`config.mk`:
```
export PLATFORM = sky130hd
export DESIGN_NAME = tone_sel_top
export DESIGN_NICKNAME = d
export VERILOG_FILES = /design/src/rtl/tone_sel_pkg.sv /design/src/rtl/tone_sel_ctrl.sv /design/src/rtl/tone_sel_dp.sv /design/src/rtl/tone_sel_top.sv
export SDC_FILE = /design/constraint.sdc
export NUM_CORES = 1
export LEC_CHECK = 0
export BUFFER_PORTS_ARGS = -buffer_cell sky130_fd_sc_hd__buf_4
export CAP_MARGIN = 20
export CORE_MARGIN = 2
export CORE_UTILIZATION = 40
export CTS_CLUSTER_DIAMETER = 100
export DETAILED_ROUTE_END_ITERATION = 6
export PLACE_DENSITY = 0.56
export SLEW_MARGIN = 5
export SYNTH_ARGS = -nofsm -noshare
export SYNTH_HDL_FRONTEND = slang
export SYNTH_SLANG_ARGS = --single-unit
```
`constraint.sdc`:
```
create_clock -name oscClk -period 3.3 [get_ports oscClk]
set_input_delay 0.33 -clock oscClk [delete_from_list [all_inputs] [get_ports oscClk]]
set_output_delay 0.33 -clock oscClk [all_outputs]
set_load 0.05 [all_outputs]
```
`src/rtl/tone_sel_pkg.sv`:
```
package tone_sel_pkg;

  // Source chosen for the tone drive, in priority order
  typedef enum logic [1:0] {
    SRC_CONT = 2'd0,
    SRC_PASS = 2'd1,
    SRC_ENV  = 2'd2
  } tone_src_e;

  // Strobes from control to datapath
  typedef struct packed {
    logic restart;    // force the divider to phase zero this cycle
    logic intGate;    // route the internal tone to the output
    logic passEn;     // route the synchronised pin to the output
    logic passLevel;  // synchronised pin level
  } tone_strobe_t;

endpackage

```
`src/rtl/tone_sel_ctrl.sv`:
```
module tone_sel_ctrl
  import tone_sel_pkg::*;
#(
  parameter int unsigned DIV_RATIO   = 20,
  parameter int unsigned GAP_CYCLES  = 25,
  parameter int unsigned SYNC_STAGES = 2
) (
  input  logic         oscClk,
  input  logic         rstN,
  input  logic         contToneEn,
  input  logic         modeSelExt,
  input  logic         extModPin,
  output tone_strobe_t strobes,
  output logic         syncedPin
);

  localparam int unsigned HW = (DIV_RATIO > 2) ? $clog2(DIV_RATIO) : 1;
  localparam int unsigned IW = $clog2(GAP_CYCLES + 1);
  localparam logic [HW-1:0] HOLD_LOAD = HW'(DIV_RATIO - 1);
  localparam logic [IW-1:0] IDLE_MAX  = IW'(GAP_CYCLES);

  logic [SYNC_STAGES-1:0] syncChain;
  logic                   pinPrev;
  logic [HW-1:0]          holdCnt;
  logic [IW-1:0]          idleCnt;
  logic                   pinRise;
  logic                   envGate;
  tone_src_e              srcMode;

  assign syncedPin = syncChain[SYNC_STAGES-1];
  assign pinRise   = syncedPin & ~pinPrev;
  assign envGate   = syncedPin | (holdCnt != '0);

  always_comb begin
    if (contToneEn)      srcMode = SRC_CONT;
    else if (modeSelExt) srcMode = SRC_PASS;
    else                 srcMode = SRC_ENV;
  end

  // Synchroniser, edge tap, hold and quiet-gap counters
  always_ff @(posedge oscClk or negedge rstN) begin
    if (!rstN) begin
      syncChain <= '0;
      pinPrev   <= 1'b0;
      holdCnt   <= '0;
      idleCnt   <= IDLE_MAX;
    end else begin
      syncChain <= {syncChain[SYNC_STAGES-2:0], extModPin};
      pinPrev   <= syncedPin;
      if (pinRise)
        holdCnt <= HOLD_LOAD;
      else if (holdCnt != '0)
        holdCnt <= holdCnt - 1'b1;
      if (envGate)
        idleCnt <= '0;
      else if (idleCnt != IDLE_MAX)
        idleCnt <= idleCnt + 1'b1;
    end
  end

  always_comb begin
    strobes           = '0;
    strobes.passLevel = syncedPin;
    unique case (srcMode)
      SRC_CONT: strobes.intGate = 1'b1;
      SRC_PASS: strobes.passEn  = 1'b1;
      SRC_ENV: begin
        strobes.intGate = envGate;
        strobes.restart = envGate && (idleCnt == IDLE_MAX);
      end
      default: strobes = '0;
    endcase
  end

endmodule

```
`src/rtl/tone_sel_dp.sv`:
```
module tone_sel_dp
  import tone_sel_pkg::*;
#(
  parameter  int unsigned DIV_RATIO = 20,
  localparam int unsigned PW        = $clog2(DIV_RATIO)
) (
  input  logic          oscClk,
  input  logic          rstN,
  input  tone_strobe_t  strobes,
  output logic [PW-1:0] phase,
  output logic          toneDrive
);

  localparam logic [PW-1:0] HALF_P = PW'(DIV_RATIO / 2);
  localparam logic [PW-1:0] LAST_P = PW'(DIV_RATIO - 1);

  logic [PW-1:0] phaseEff;
  logic          intTone;
  logic          driveNext;

  assign phaseEff = strobes.restart ? '0 : phase;
  assign intTone  = (phaseEff < HALF_P);

  always_comb begin
    if (strobes.intGate)     driveNext = intTone;
    else if (strobes.passEn) driveNext = strobes.passLevel;
    else                     driveNext = 1'b0;
  end

  always_ff @(posedge oscClk or negedge rstN) begin
    if (!rstN) begin
      phase     <= '0;
      toneDrive <= 1'b0;
    end else begin
      phase     <= (phaseEff == LAST_P) ? '0 : phaseEff + 1'b1;
      toneDrive <= driveNext;
    end
  end

endmodule

```
`src/rtl/tone_sel_top.sv`:
```
module tone_sel_top
  import tone_sel_pkg::*;
#(
  parameter int unsigned DIV_RATIO   = 20,
  parameter int unsigned GAP_CYCLES  = 25,
  parameter int unsigned SYNC_STAGES = 2
) (
  input  logic oscClk,
  input  logic rstN,
  input  logic contToneEn,
  input  logic modeSelExt,
  input  logic extModPin,
  output logic toneDrive
);

  localparam int unsigned PW = $clog2(DIV_RATIO);

  tone_strobe_t  ctrlStrobes;
  logic          syncedPin;
  logic [PW-1:0] divPhase;

  tone_sel_ctrl #(
    .DIV_RATIO  (DIV_RATIO),
    .GAP_CYCLES (GAP_CYCLES),
    .SYNC_STAGES(SYNC_STAGES)
  ) u_ctrl (
    .oscClk    (oscClk),
    .rstN      (rstN),
    .contToneEn(contToneEn),
    .modeSelExt(modeSelExt),
    .extModPin (extModPin),
    .strobes   (ctrlStrobes),
    .syncedPin (syncedPin)
  );

  tone_sel_dp #(
    .DIV_RATIO(DIV_RATIO)
  ) u_dp (
    .oscClk   (oscClk),
    .rstN     (rstN),
    .strobes  (ctrlStrobes),
    .phase    (divPhase),
    .toneDrive(toneDrive)
  );

endmodule

```
# Yosys cells after proc, flatten, opt, wreduce, memory -nomap -nowiden
# Cells that the tools add are included.
# totals
reg_bits	19
output_inout_bits	1
word_cells	38
# classes
n_addsub	3
order_cmp	1
eq_ne	5
n_mux	14
bitwise	3
n_reduce_logical	6
# op_table
operator	n
2-to-1 mux 5 bit	6
adder 5 x 1 -> 5 bit, second input constant	2
equality test 5 bit, second input constant	2
less-than comparator 5 x 4 -> 1 bit, second input constant	1
2-to-1 mux 1 bit	5
inequality test 5 bit, second input constant	1
nonzero test 5 bit	1
subtractor 5 x 1 -> 5 bit, second input constant	1
2-to-1 mux 2 bit	2
nonzero test 2 bit	2
OR reduction 3 bit	1
equality test 2 x 1 -> 1 bit, second input constant	1
equality test 2 bit, second input constant	1
logical NOT 2 bit	1
one-hot mux 1 bit (2 select lines)	1
bitwise AND 1 bit	1
logical AND 1 bit	1
inverter 1 bit	1
OR 1 bit	1

# Depth between registers and ports, before layout
# logic_depth
ltp_word	7
mapped_depth	9

# Modules after synthesis
# Synthesis repeated with hierarchy kept, for this count alone.
# hier_totals
cells_unflattened	84
area_unflattened_um2	908.4
# by_module_without_submodules
mod	instances	cells_each	area_each_um2	seq_area_each_um2
tone_sel_ctrl	1	56	625.6	329.1
tone_sel_dp	1	28	282.8	150.1

# Worst setup path before layout
# OpenSTA, ideal clock, no wires.
# synth_timing
path_type	register to register
from	register u_ctrl.idleCnt[0]
to	register u_dp.phase[4]
setup_ps	142
arrival_ps	2037
setup_slack_ps	1121
path_stages_with_launch	9
path_buffers	0
cell_sequence	dfstp_2 ha_1 nand4b_4 a2111oi_4 nor2b_1 ha_1 and3b_1 o21ai_0 a21oi_1
# synth_via
elab_chain_len	6
elab_cells_between_ends	7
# synth_lines
element	line_no	source
start: declaration	tone_sel_ctrl.sv:25	logic [IW-1:0] idleCnt;
start signal: assignment	tone_sel_ctrl.sv:57	idleCnt <= idleCnt + 1'b1;
equality test 5 bit *	tone_sel_ctrl.sv:69	strobes.restart = envGate && (idleCnt == IDLE_MAX);
logical AND 1 bit *	tone_sel_ctrl.sv:69	
2-to-1 mux 1 bit *	tone_sel_ctrl.sv:64	unique case (srcMode)
2-to-1 mux 5 bit *	tone_sel_dp.sv:21	assign phaseEff = strobes.restart ? '0 : phase;
adder 5 x 1 -> 5 bit / equality test 5 bit (equally long branches)	tone_sel_dp.sv:35	phase <= (phaseEff == LAST_P) ? '0 : phaseEff + 1'b1;
2-to-1 mux 5 bit *	tone_sel_dp.sv:35	
end signal: assignment	tone_sel_dp.sv:35	
end: declaration	tone_sel_dp.sv:10	output logic [PW-1:0] phase,
# Every way passes the cells marked *; elsewhere a longest branch is shown, timed or not.
# A chain may end at the register's enable or synchronous reset.

# Final worst setup path
# Same ends and word-level chain as after synthesis.

==> flow_summary_export.csv <==
group,metric,value,unit
global_route,grt_pass1_vias,664,
power_and_ir_drop,p_leak,0.4946,nW
synth,ys_warn_count,0,
die,die_h,53.84,µm
cells_and_area,finalNetCount,109,
synth,synth_cells,88,
power_and_ir_drop,ir_worst_vdd,0.3097,mV
cells_and_area,diodes,0,
synth,syn_avg_cell_area,11.29,µm²
worst_setup_path,setup.worst_path.start_class,"register",
worst_setup_path,cp_max_fo,6,
cts,clockBufferDepth,2,
route,vias_per_cell,5.039,
route,drt-total-wl,1617,µm
global_route,grt_pass1_wl,2884,µm
sta,rsz0062_at_grt,"false",
worst_setup_path,critPathKind,"register to register",
power_and_ir_drop,power_switching,0.0002357,W
route,ant_nets,0,
cells_and_area,final_cell_mix,"dfrtp_1, nor2_1, inv_1",
sta,min_period_over_period,72.50,%
sta,fmax,0.4180,GHz
sta,slew_headroom,70.10,%
route,drt-wirelength-per-cell,12.63,µm
synth,syn-cell-area,993.5,µm²
cts,cts_buffers,3,
placement,place.gp.congestion,0.7069,
synth,netlist.area_leader.share,40.30,%
cells_and_area,design_area,1105,µm²
power_and_ir_drop,power_frac_seq,52.9,%
sta,setup_violations,0,
cts,h-tree-depth,1,
cts,cts_tree,"done",
flow_run,cap_violations,0,
cts,hold_buffers,1,
synth,yosysTopAreaCell,"dfrtp_1",
global_route,track_usage,14.34,%
power_and_ir_drop,pwr-share-clk,17.6,%
sta,finClkSkew,0.005588,ns
synth,syn_nets,98,
die,fp-row-count,18,
synth,ys_types,30,
status,status,"finished clean",
global_route,antenna_found_initial,0,
cts,cts_setup_buffers,0,
cells_and_area,fin_util,45.85,%
cts,cts_resized,0,
placement,dp_hpwl,1224,µm
synth,synth_area_leaders,"dfrtp_1, dfstp_2, ha_1",
global_route,gr-total-overflow,0,
cells_and_area,layout_commonest_cell,"dfrtp_1",
placement,placedInstanceArea,1069,µm²
power_and_ir_drop,p_comb_share,29.4,%
sta,totalNegativeSetupSlack,0,ns
route,drt_drc_violations_left,0,
die,dieArea,2898,µm²
die,die_x,53.84,µm
cells_and_area,ff_latch_area,479.2,µm²
power_and_ir_drop,power_density,603.0,nW/µm²
power_and_ir_drop,switching_share,35.38,%
global_route,grt_max_degree,20,
synth,synth.yosys.seq_area_share,48.24,%
min_path,hold_class,"primary input to register",
die,start_util,41.23,%
die,pin_count,6,
synth,synth-seq-cells,19,
sta,holdWs,0.1299,ns
route,drt-initial-drc-count,7,
cts,clk-insertion-delay-late,0.30,ns
cts,clkSinkCount,19,
power_and_ir_drop,p_int,0.0004305,W
cells_and_area,multi_input_area,488.0,µm²
cells_and_area,drive_above_1_share,17.35,%
sta,finalMaxSlewViolations,0,
cells_and_area,fillCellCount,228,
cts,clkTransAtPathRegs,0.11,ns
worst_setup_path,cp_data_arrival_time,2.56,ns
cells_and_area,syn_to_final_growth,11.21,%
cts,ctsRootBufferMaster,"clkbuf_4",
sta,fin_crit,2.392,ns
route,first_pass_iters,4,
route,vias,645,
worst_setup_path,required,3.46,ns
worst_setup_path,crit_path_end_kind,"register",
sta,final-hold-violation-count,0,
placement,portBuffers,5,
die,core-area,2410,µm²
sta,tightest_slew,0.4485,ns
-- layer usage --
layer | vias to the layer above | global-route usage, % | routed length [µm]
li1 | 325 | - | -
met1 | 305 | 19.01 | 805
met2 | 10 | 21.34 | 714
met3 | 5 | 3.611 | 56
met4 | 0 | 7.692 | 40
met5 | - | 0 | 0
-- power groups by stage --
stage	clock network [W]	logic (W)	registers, W
after floorplan	0	0.000133	0.000365
after global placement	0	0.000194	0.000357
after detailed placement	0	0.000197	0.000357
after CTS	0.000123	0.000199	0.000353
after global routing	0.000134	0.000220	0.000361
final	0.000118	0.000196	0.000352
-- critical path, stage by stage (launching register included) --
cell and delay [ns]:
dfstp_2 0.58, ha_1 0.22, nand4b_4 0.15, a2111oi_4 0.50
nor2b_1 0.10, ha_1 0.27, and3b_1 0.18, o21ai_0 0.15
a21oi_1 0.09
-- state kept, by name, summed over array words and instances, names as in the netlist --
name and count:
u_ctrl.pinPrev 1, u_dp.phase 5, u_dp.toneDrive 1, u_ctrl.syncChain 2
u_ctrl.holdCnt 5, u_ctrl.idleCnt 5
-- logic make-up (layout without fill, tap and decap cells) --
family / after synthesis / count (layout) / synth area share, %
XOR/XNOR: 5 / 5 / 4.409
AND/OR/NAND/NOR: 35 / 35 / 23.68
buffers and inverters: 7 / 17 / 2.645
flip-flops: 19 / 19 / 48.24
multiplexers: 1 / 1 / 1.008
AO/OA/AOI/OAI: 16 / 16 / 13.73
adder cells (fa/ha/maj): 5 / 5 / 6.297
-- stage by stage --
step / setup slack (ns) / cells / total power [W]
after global placement: 1.016 / 123 / 0.0005508
after global routing: 0.7064 / 128 / 0.0007154
after floorplan: 1.121 / 88 / 0.0004979
after detailed placement: 0.9158 / 123 / 0.0005535
after CTS: 0.8900 / 128 / 0.0006748
final: 0.9075 / 128 / 0.0006662
-- cells in the mapped netlist --
library cell	n
nor4b_4	1
and3b_1	1
nor3_1	2
nand3b_1	2
nand2_1	4
o311ai_2	1
dfstp_2	3
nor3b_1	2
or2b_1	1
ha_1	5
nand4b_4	1
nand3_1	3
a2111oi_4	1
xor2_1	3
o21ai_0	4
nor2_1	9
mux2i_1	1
a21oi_1	3
nor2b_1	3
inv_1	7
a21boi_0	1
a21o_1	1
and4b_1	1
dfrtp_1	16
xnor2_1	2
or4b_4	1
nand2b_1	4
o211ai_2	1
a211oi_1	1
o211ai_1	3
-- worst paths after layout --
check                               startpoint  slack [ns]                  end  depth (start not counted)
hold / removal                       extModPin        0.13  u_ctrl.syncChain[0]                          1
min in group asynchronous                 rstN        0.43    u_ctrl.idleCnt[1]                          2
hold reg to reg            u_ctrl.syncChain[0]        0.37  u_ctrl.syncChain[1]                          0
setup / recovery             u_ctrl.idleCnt[0]        0.91        u_dp.phase[4]                          8
max in group asynchronous                 rstN        2.61    u_ctrl.idleCnt[4]                          2
setup reg to reg             u_ctrl.idleCnt[0]        0.91        u_dp.phase[4]                          8
-- area by class of cell --
class	instances	share of cell area [%]
sequential	19	43.37
multi-input combinational	62	44.17
clock buffer	4	2.378
tap	30	3.398
timing repair buffer	6	4.304
inverter	7	2.378
(Power assumes the default switching activity.)
